## src/rtl/pbus_pkg.sv

```systemverilog
`timescale 1ns/1ps
package pbus_pkg;
  localparam int ADDR_W = 2;
  localparam logic [ADDR_W-1:0] ADDR_DATA = 2'd0;
  localparam logic [ADDR_W-1:0] ADDR_CTRL = 2'd1;
  localparam logic [ADDR_W-1:0] ADDR_DIR  = 2'd2;
  localparam logic [ADDR_W-1:0] ADDR_INT  = 2'd3;

  // strobes from control to datapath
  typedef struct packed {
    logic loadOut;    // local data write
    logic loadDir;    // local direction write
    logic holdBus;    // external write active: track bus
    logic captureIn;  // write ended with room: move held value to input latch
  } pbusStrobe_t;
endpackage

```

## src/rtl/pbus_sync.sv

```systemverilog
`timescale 1ns/1ps
module pbus_sync #(
  parameter int WIDTH = 3,
  parameter int STAGES = 2
) (
  input  logic             clk,
  input  logic             rstN,
  input  logic [WIDTH-1:0] din,
  output logic [WIDTH-1:0] dout
);
  logic [WIDTH-1:0] stg [STAGES];

  always_ff @(posedge clk or negedge rstN) begin
    if (!rstN) begin
      for (int i = 0; i < STAGES; i++) stg[i] <= '1;
    end else begin
      stg[0] <= din;
      for (int i = 1; i < STAGES; i++) stg[i] <= stg[i-1];
    end
  end

  assign dout = stg[STAGES-1];
endmodule

```

## src/rtl/pbus_ctrl.sv

```systemverilog
`timescale 1ns/1ps
module pbus_ctrl
  import pbus_pkg::*;
#(
  parameter int SYNC_STAGES = 2
) (
  input  logic              clk,
  input  logic              rstN,
  input  logic              cpuSel,
  input  logic              cpuWe,
  input  logic [ADDR_W-1:0] cpuAddr,
  input  logic              wdMode,
  input  logic [2:0]        wdLow,
  input  logic              rdN,
  input  logic              wrN,
  input  logic              csN,
  output pbusStrobe_t       strb,
  output logic              pspMode,
  output logic [7:0]        statusByte,
  output logic [7:0]        intByte,
  output logic              irq
);
  logic [2:0] strbSync;
  logic ibf, obf, ibov, flag, intEn;
  logic [2:0] dirBits;
  logic prevRd, prevWr;
  logic rdAct, wrAct, rdEnd, wrEnd;
  logic wrData, rdData, wrCtrl, wrDir, wrInt;

  pbus_sync #(.WIDTH(3), .STAGES(SYNC_STAGES)) u_sync (
    .clk(clk), .rstN(rstN), .din({rdN, wrN, csN}), .dout(strbSync)
  );

  assign rdAct = pspMode && !strbSync[2] && !strbSync[0];
  assign wrAct = pspMode && !strbSync[1] && !strbSync[0];
  assign rdEnd = pspMode && prevRd && !rdAct;
  assign wrEnd = pspMode && prevWr && !wrAct;

  assign wrData = cpuSel && cpuWe && (cpuAddr == ADDR_DATA);
  assign rdData = cpuSel && !cpuWe && (cpuAddr == ADDR_DATA);
  assign wrCtrl = cpuSel && cpuWe && (cpuAddr == ADDR_CTRL);
  assign wrDir  = cpuSel && cpuWe && (cpuAddr == ADDR_DIR);
  assign wrInt  = cpuSel && cpuWe && (cpuAddr == ADDR_INT);

  always_ff @(posedge clk or negedge rstN) begin
    if (!rstN) begin
      prevRd  <= 1'b0;
      prevWr  <= 1'b0;
      ibf     <= 1'b0;
      obf     <= 1'b0;
      ibov    <= 1'b0;
      pspMode <= 1'b0;
      dirBits <= '0;
      flag    <= 1'b0;
      intEn   <= 1'b0;
    end else begin
      prevRd <= rdAct;
      prevWr <= wrAct;
      if (wrEnd && !ibf) ibf <= 1'b1;
      else if ((rdData && pspMode) || (wrCtrl && !wdMode)) ibf <= 1'b0;
      if (wrCtrl) ibov <= 1'b0;
      else if (wrEnd && ibf) ibov <= 1'b1;
      if (wrData && pspMode) obf <= 1'b1;
      else if (rdAct) obf <= 1'b0;
      if (rdEnd || wrEnd) flag <= 1'b1;
      else if (wrInt) flag <= wdLow[0];
      if (wrInt) intEn <= wdLow[1];
      if (wrCtrl) begin
        pspMode <= wdMode;
        dirBits <= wdLow;
      end
    end
  end

  always_comb begin
    strb.loadOut   = wrData;
    strb.loadDir   = wrDir;
    strb.holdBus   = wrAct;
    strb.captureIn = wrEnd && !ibf;
  end

  assign statusByte = {ibf, obf, ibov, pspMode, 1'b0, dirBits};
  assign intByte    = {6'b0, intEn, flag};
  assign irq        = flag && intEn;
endmodule

```

## src/rtl/pbus_datapath.sv

```systemverilog
`timescale 1ns/1ps
module pbus_datapath
  import pbus_pkg::*;
#(
  parameter int DATA_W = 8
) (
  input  logic              clk,
  input  logic              rstN,
  input  pbusStrobe_t       strb,
  input  logic              pspMode,
  input  logic [ADDR_W-1:0] cpuAddr,
  input  logic [DATA_W-1:0] cpuWdata,
  input  logic [7:0]        statusByte,
  input  logic [7:0]        intByte,
  input  logic [DATA_W-1:0] busIn,
  input  logic              rdN,
  input  logic              csN,
  output logic [DATA_W-1:0] cpuRdata,
  output logic [DATA_W-1:0] busOut,
  output logic [DATA_W-1:0] busOe
);
  logic [DATA_W-1:0] outLatch, inLatch, dirReg, busHold, dataView;

  always_ff @(posedge clk or negedge rstN) begin
    if (!rstN) begin
      outLatch <= '0;
      inLatch  <= '0;
      dirReg   <= '1;
      busHold  <= '0;
    end else begin
      if (strb.loadOut)   outLatch <= cpuWdata;
      if (strb.loadDir)   dirReg   <= cpuWdata;
      if (strb.holdBus)   busHold  <= busIn;
      if (strb.captureIn) inLatch  <= busHold;
    end
  end

  assign busOut   = outLatch;
  assign busOe    = pspMode ? {DATA_W{!rdN && !csN}} : ~dirReg;
  assign dataView = pspMode ? inLatch : ((busIn & dirReg) | (outLatch & ~dirReg));

  always_comb begin
    case (cpuAddr)
      ADDR_DATA: cpuRdata = dataView;
      ADDR_CTRL: cpuRdata = DATA_W'(statusByte);
      ADDR_DIR:  cpuRdata = dirReg;
      default:   cpuRdata = DATA_W'(intByte);
    endcase
  end
endmodule

```

## src/rtl/pbus_slave.sv

```systemverilog
`timescale 1ns/1ps
module pbus_slave
  import pbus_pkg::*;
#(
  parameter int DATA_W = 8,
  parameter int SYNC_STAGES = 2
) (
  input  logic              clk,
  input  logic              rstN,
  input  logic              cpuSel,
  input  logic              cpuWe,
  input  logic [ADDR_W-1:0] cpuAddr,
  input  logic [DATA_W-1:0] cpuWdata,
  output logic [DATA_W-1:0] cpuRdata,
  input  logic [DATA_W-1:0] busIn,
  output logic [DATA_W-1:0] busOut,
  output logic [DATA_W-1:0] busOe,
  input  logic              rdN,
  input  logic              wrN,
  input  logic              csN,
  output logic              irq
);
  pbusStrobe_t strb;
  logic pspMode;
  logic [7:0] statusByte, intByte;

  pbus_ctrl #(.SYNC_STAGES(SYNC_STAGES)) u_ctrl (
    .clk(clk), .rstN(rstN), .cpuSel(cpuSel), .cpuWe(cpuWe), .cpuAddr(cpuAddr),
    .wdMode(cpuWdata[4]), .wdLow(cpuWdata[2:0]),
    .rdN(rdN), .wrN(wrN), .csN(csN),
    .strb(strb), .pspMode(pspMode), .statusByte(statusByte), .intByte(intByte), .irq(irq)
  );

  pbus_datapath #(.DATA_W(DATA_W)) u_dp (
    .clk(clk), .rstN(rstN), .strb(strb), .pspMode(pspMode), .cpuAddr(cpuAddr),
    .cpuWdata(cpuWdata), .statusByte(statusByte), .intByte(intByte), .busIn(busIn),
    .rdN(rdN), .csN(csN), .cpuRdata(cpuRdata), .busOut(busOut), .busOe(busOe)
  );
endmodule

```

## config.mk

```make
export PLATFORM = sky130hd
export DESIGN_NAME = pbus_slave
export DESIGN_NICKNAME = d
export VERILOG_FILES = /design/src/rtl/pbus_pkg.sv /design/src/rtl/pbus_sync.sv /design/src/rtl/pbus_ctrl.sv /design/src/rtl/pbus_datapath.sv /design/src/rtl/pbus_slave.sv
export SDC_FILE = /design/constraint.sdc
export NUM_CORES = 1
export LEC_CHECK = 0
export ABC_CLOCK_PERIOD_IN_PS = 3400
export BUFFER_PORTS_ARGS = -buffer_cell sky130_fd_sc_hd__buf_2
export CORE_UTILIZATION = 37
export DETAILED_ROUTE_END_ITERATION = 16
export PLACE_DENSITY_LB_ADDON = 0.08
export SLEW_MARGIN = 5
export SYNTH_ARGS = -nofsm -noshare
export SYNTH_HDL_FRONTEND = slang
export SYNTH_SLANG_ARGS = --single-unit
```

## constraint.sdc

```tcl
create_clock -name clk -period 3.4 [get_ports clk]
set_input_delay 0.34 -clock clk [delete_from_list [all_inputs] [get_ports clk]]
set_output_delay 0.34 -clock clk [all_outputs]
set_load 0.01 [all_outputs]
```

==> out/results.env <==
SYNTHESIS.INSTANCES=165
CRIT_PATH_START_KIND='flip-flop'
POST-ROUTE-WORST-SETUP-SLACK_NS=0.721
NUM-FILL-CELLS=530
SYNTH_ENABLE_FLOP_CELLS=0
DR_TOTAL_VIAS=1585
SYNTH_TOP_AREA_SHARE_PCT=39.2
MAX_SLEW.WORST_PIN.SLEW_NS=1.05
GR-TOTAL-OVERFLOW=0
SYN2LAYOUT_AREA_GROWTH_PCT=17.7
POST_SYN_NETS=190
CRITICAL-PATH-SLOWEST-CELL='sky130_fd_sc_hd__dfrtp_1'
CTSLONGESTPATHBUFFERS=2
SYNTH.YOSYS.SEQ_AREA_SHARE_PCT=55.7
TIMING.RR.START='u_ctrl.pspMode$_DFFE_PN0P_'
PLACEMENTROWS=27
HOLD_PATH_STARTPOINT='wrN'
WORSTPATHBUFFERINVERTERCOUNT=1
VDD.IR_DROP.WORST_uV=289
DRT-INITIAL-DRC-COUNT=95
YOSYS_REG_BITS=49
TOTAL_COUNT_OF_HOLD_CHECK_FAILURES_IN_THE_FINAL_REPORT=0
YOSYSMOSTFREQUENTCELL='sky130_fd_sc_hd__mux2_2'
CRITPATHMAXSTAGEDELAY_NS=1.03
GRT_FIRST_PASS_WIRELENGTH_UM=8160
MAPPEDNETLISTAREA_UM2=2230
SLEW_HEADROOM_PCT=29.9
POST_SYNTH_MOST_FREQUENT_CELLS='sky130_fd_sc_hd__mux2_2 (37), sky130_fd_sc_hd__dfrtp_1 (35), sky130_fd_sc_hd__dfstp_2 (14), sky130_fd_sc_hd__o21ai_0 (14)'
SETUP_VIOL_COUNT_FINAL=0
NUMCTSBUFFERS=5
CLOCK_SINKS=49
POWER_DENSITY_OVER_THE_CELLS_nW_PER_UM2=624
POST_CTS_BUFFERS=0
DIE_HEIGHT_UM=79.7
DETAIL_ROUTE_ANTENNA_NETS=0
CAP_VIOLATIONS=0
WORST-R2R-CELL-COUNT=3
PLACEMENT.IO_BUFFERS=49
TIMING.CRITICAL_PATH.FANOUT_MAX=31
REPORT.FINAL.SLEW_VIOL_COUNT=0
PERIOD_SHARE_PCT=78.8
POSTCTSHOLDBUFS=0
GRT_SETUP_UNREPAIRED='false'
CTS-RESIZED-GATES=0
YS_DOMINANT_REG_CELL='sky130_fd_sc_hd__dfrtp_1'
FLOORPLAN.IO_PINS=50
DETAILED_PLACE_HPWL_UM=3380
CTS_TREE='yes'
SETUP.WORST_PATH.END_CLASS='primary output'
CRITICAL_PATH.TOP_DELAY_FAMILY='flip-flops'
NUMBER_OF_GLOBAL_ROUTE_VIAS_BEFORE_REPAIR=1632
NETLIST.TOP_CELL.BY_AREA='sky130_fd_sc_hd__dfrtp_1'
DRT_DRC_VIOLATIONS_LEFT=0
CLOCK_PIN_SLEW_ON_THE_WORST_SETUP_AND_HOLD_PATHS_NS=0.09
NETLIST-CELL-TYPE-COUNT=36
MAXCLOCKFREQUENCY_MHz=373
FIN_CRIT_NS=2.68
MIN_DELAY_WORST_ENDPOINT='u_ctrl.u_sync.stg[4]$_DFF_PN1_'
PLACE_CONGESTION=0.746
DRIVE_ABOVE_1_SHARE_PCT=54.4
WORSTPATHARRIVAL_NS=2.34
MAXIMUM_NUMBER_OF_PINS_ON_ONE_NET_BEFORE_GLOBAL_ROUTE_REPAIR=50
LAYOUT.NETS=239
FINCLKSKEW_NS=0.00597
DRT_PASS1_ITERATIONS=4
P_LEAK_nW=1.16
NUM_ANTENNA_CELLS=0
DIE-AREA_UM2=6350
SETUP_TOTAL_NEGATIVE_SLACK_NS=0
ANTENNA_FOUND_INITIAL=0
RRSETUPSLACK_NS=1.16
DETAIL_ROUTE.WIRELENGTH_UM=5020
H-TREE-DEPTH=2
INSERTION_DELAY_NS=0.30
MIN_PATH_TYPE='in -> reg'
GRT_UTIL_ALL_LAYERS_PCT=17.4
YS_ASYNC_SR_FRACTION_PCT=100
ROUTED_VIA_DENSITY=5.52
CLOCKROOTBUFFER='sky130_fd_sc_hd__clkbuf_8'
YS_TOP_CELLS_BY_AREA='sky130_fd_sc_hd__dfrtp_1 (39%), sky130_fd_sc_hd__mux2_2 (19%), sky130_fd_sc_hd__dfstp_2 (16%)'
CRIT_CHAIN='mux2_2 > mux4_2 > buf_2'
FLOORPLAN.DIE.WIDTH_UM=79.7
PRE_CTS_SLACK_NS=1.09
WORST_EP_REQUIRED_TIME_NS=3.06
POST_SYNTHESIS_AREA_PER_INSTANCE_UM2=13.5
YOSYS_WARNINGS=0
WL_PER_CELL_UM=17.5
CRITICALPATHCATEGORY='reg -> out'
WHS_PATH_DEPTH=1
INITIAL_CORE_UTILIZATION_PCT=39.4
CRIT-REG2REG-CAPTURE='u_dp.busHold[7]$_DFFE_PN0P_'
CORE-AREA_UM2=5680
RUN_STATUS='finished clean'
## sequential cells by signal (all words and copies together), names as in the netlist
signal,cells
u_ctrl.ibf,1
u_ctrl.obf,1
u_ctrl.prevWr,1
u_dp.busOut,8
u_ctrl.pspMode,1
u_dp.dirReg,8
u_ctrl.dirBits,3
u_ctrl.flag,1
u_ctrl.intEn,1
u_ctrl.u_sync.stg,3
u_dp.busHold,8
u_dp.inLatch,8
u_ctrl.u_sync.dout,3
u_ctrl.prevRd,1
u_ctrl.ibov,1
## power breakdown
| part | total (mW) | switching, mW | internal, mW |
|---|---|---|---|
| clock | 0.328 | 0.185 | 0.143 |
| sequential | 0.884 | 0.127 | 0.756 |
| combinational | 0.429 | 0.183 | 0.246 |
## routing by layer
metal	GRT usage [%]	vias to the layer above	share of wire, %
met4	4.91	0	0.90
met1	22.8	808	45
met2	28.9	48	48
met5	0	-	0
li1	-	724	-
met3	3.66	5	5.3
## per-stage QoR
| step | std cells | util (%) | hold slack (ns) | power, mW | cell area [µm²] |
|---|---|---|---|---|---|
| floorplan | 165 | - | 0.0444 | 1.16 | 2230 |
| global placement | 279 | 44.9 | 0.347 | 1.31 | 2550 |
| detailed placement | 279 | 44.9 | 0.347 | 1.33 | 2550 |
| CTS | 287 | 46.3 | 0.129 | 1.66 | 2630 |
| global route | 287 | 46.3 | 0.126 | 1.76 | 2630 |
| finish | 287 | 46.3 | 0.142 | 1.64 | 2630 |
## final cells by class
cell class              count  area (µm²)  area share [%]
flip-flops and latches     49        1240            47.3
multi-input cells         107         957            36.4
repair buffers             50         253            9.61
well taps                  72        90.1            3.43
clock buffers               6        72.6            2.76
clock inverters             2        10.0           0.381
inverters                   1        3.75           0.143
## kinds of logic after synthesis
family / synth area share, %
AO/OA/AOI/OAI: 8.73
AND/OR/NAND/NOR: 9.91
multiplexers: 23.9
buffers and inverters: 1.79
flip-flops: 55.7
## worst max path at each step
stage	start	to	slack [ns]	cells after the start
after floorplan	u_dp.dirReg[1]$_DFFE_PN1P_	cpuRdata[1]	1.51	3
after global routing	u_ctrl.pspMode$_DFFE_PN0P_	busOe[2]	0.59	3
after CTS	u_ctrl.pspMode$_DFFE_PN0P_	cpuRdata[0]	0.73	3
after detailed placement	u_ctrl.pspMode$_DFFE_PN0P_	cpuRdata[0]	1.09	3
final	u_ctrl.pspMode$_DFFE_PN0P_	cpuRdata[1]	0.72	3
after global placement	u_ctrl.pspMode$_DFFE_PN0P_	cpuRdata[0]	1.09	3
## placed cells by master, fill, tap and decap left out, types with 3 or more instances in the layout
cell type	count
sky130_fd_sc_hd__a221oi_1	4
sky130_fd_sc_hd__a22oi_1	4
sky130_fd_sc_hd__buf_2	49
sky130_fd_sc_hd__clkbuf_8	5
sky130_fd_sc_hd__dfrtp_1	35
sky130_fd_sc_hd__dfstp_2	14
sky130_fd_sc_hd__mux2_2	37
sky130_fd_sc_hd__nand2_1	3
sky130_fd_sc_hd__nor2_1	5
sky130_fd_sc_hd__nor4_1	5
sky130_fd_sc_hd__nor4bb_1	4
sky130_fd_sc_hd__o21ai_0	14
Note: power is estimated with default switching activity, not from simulation.
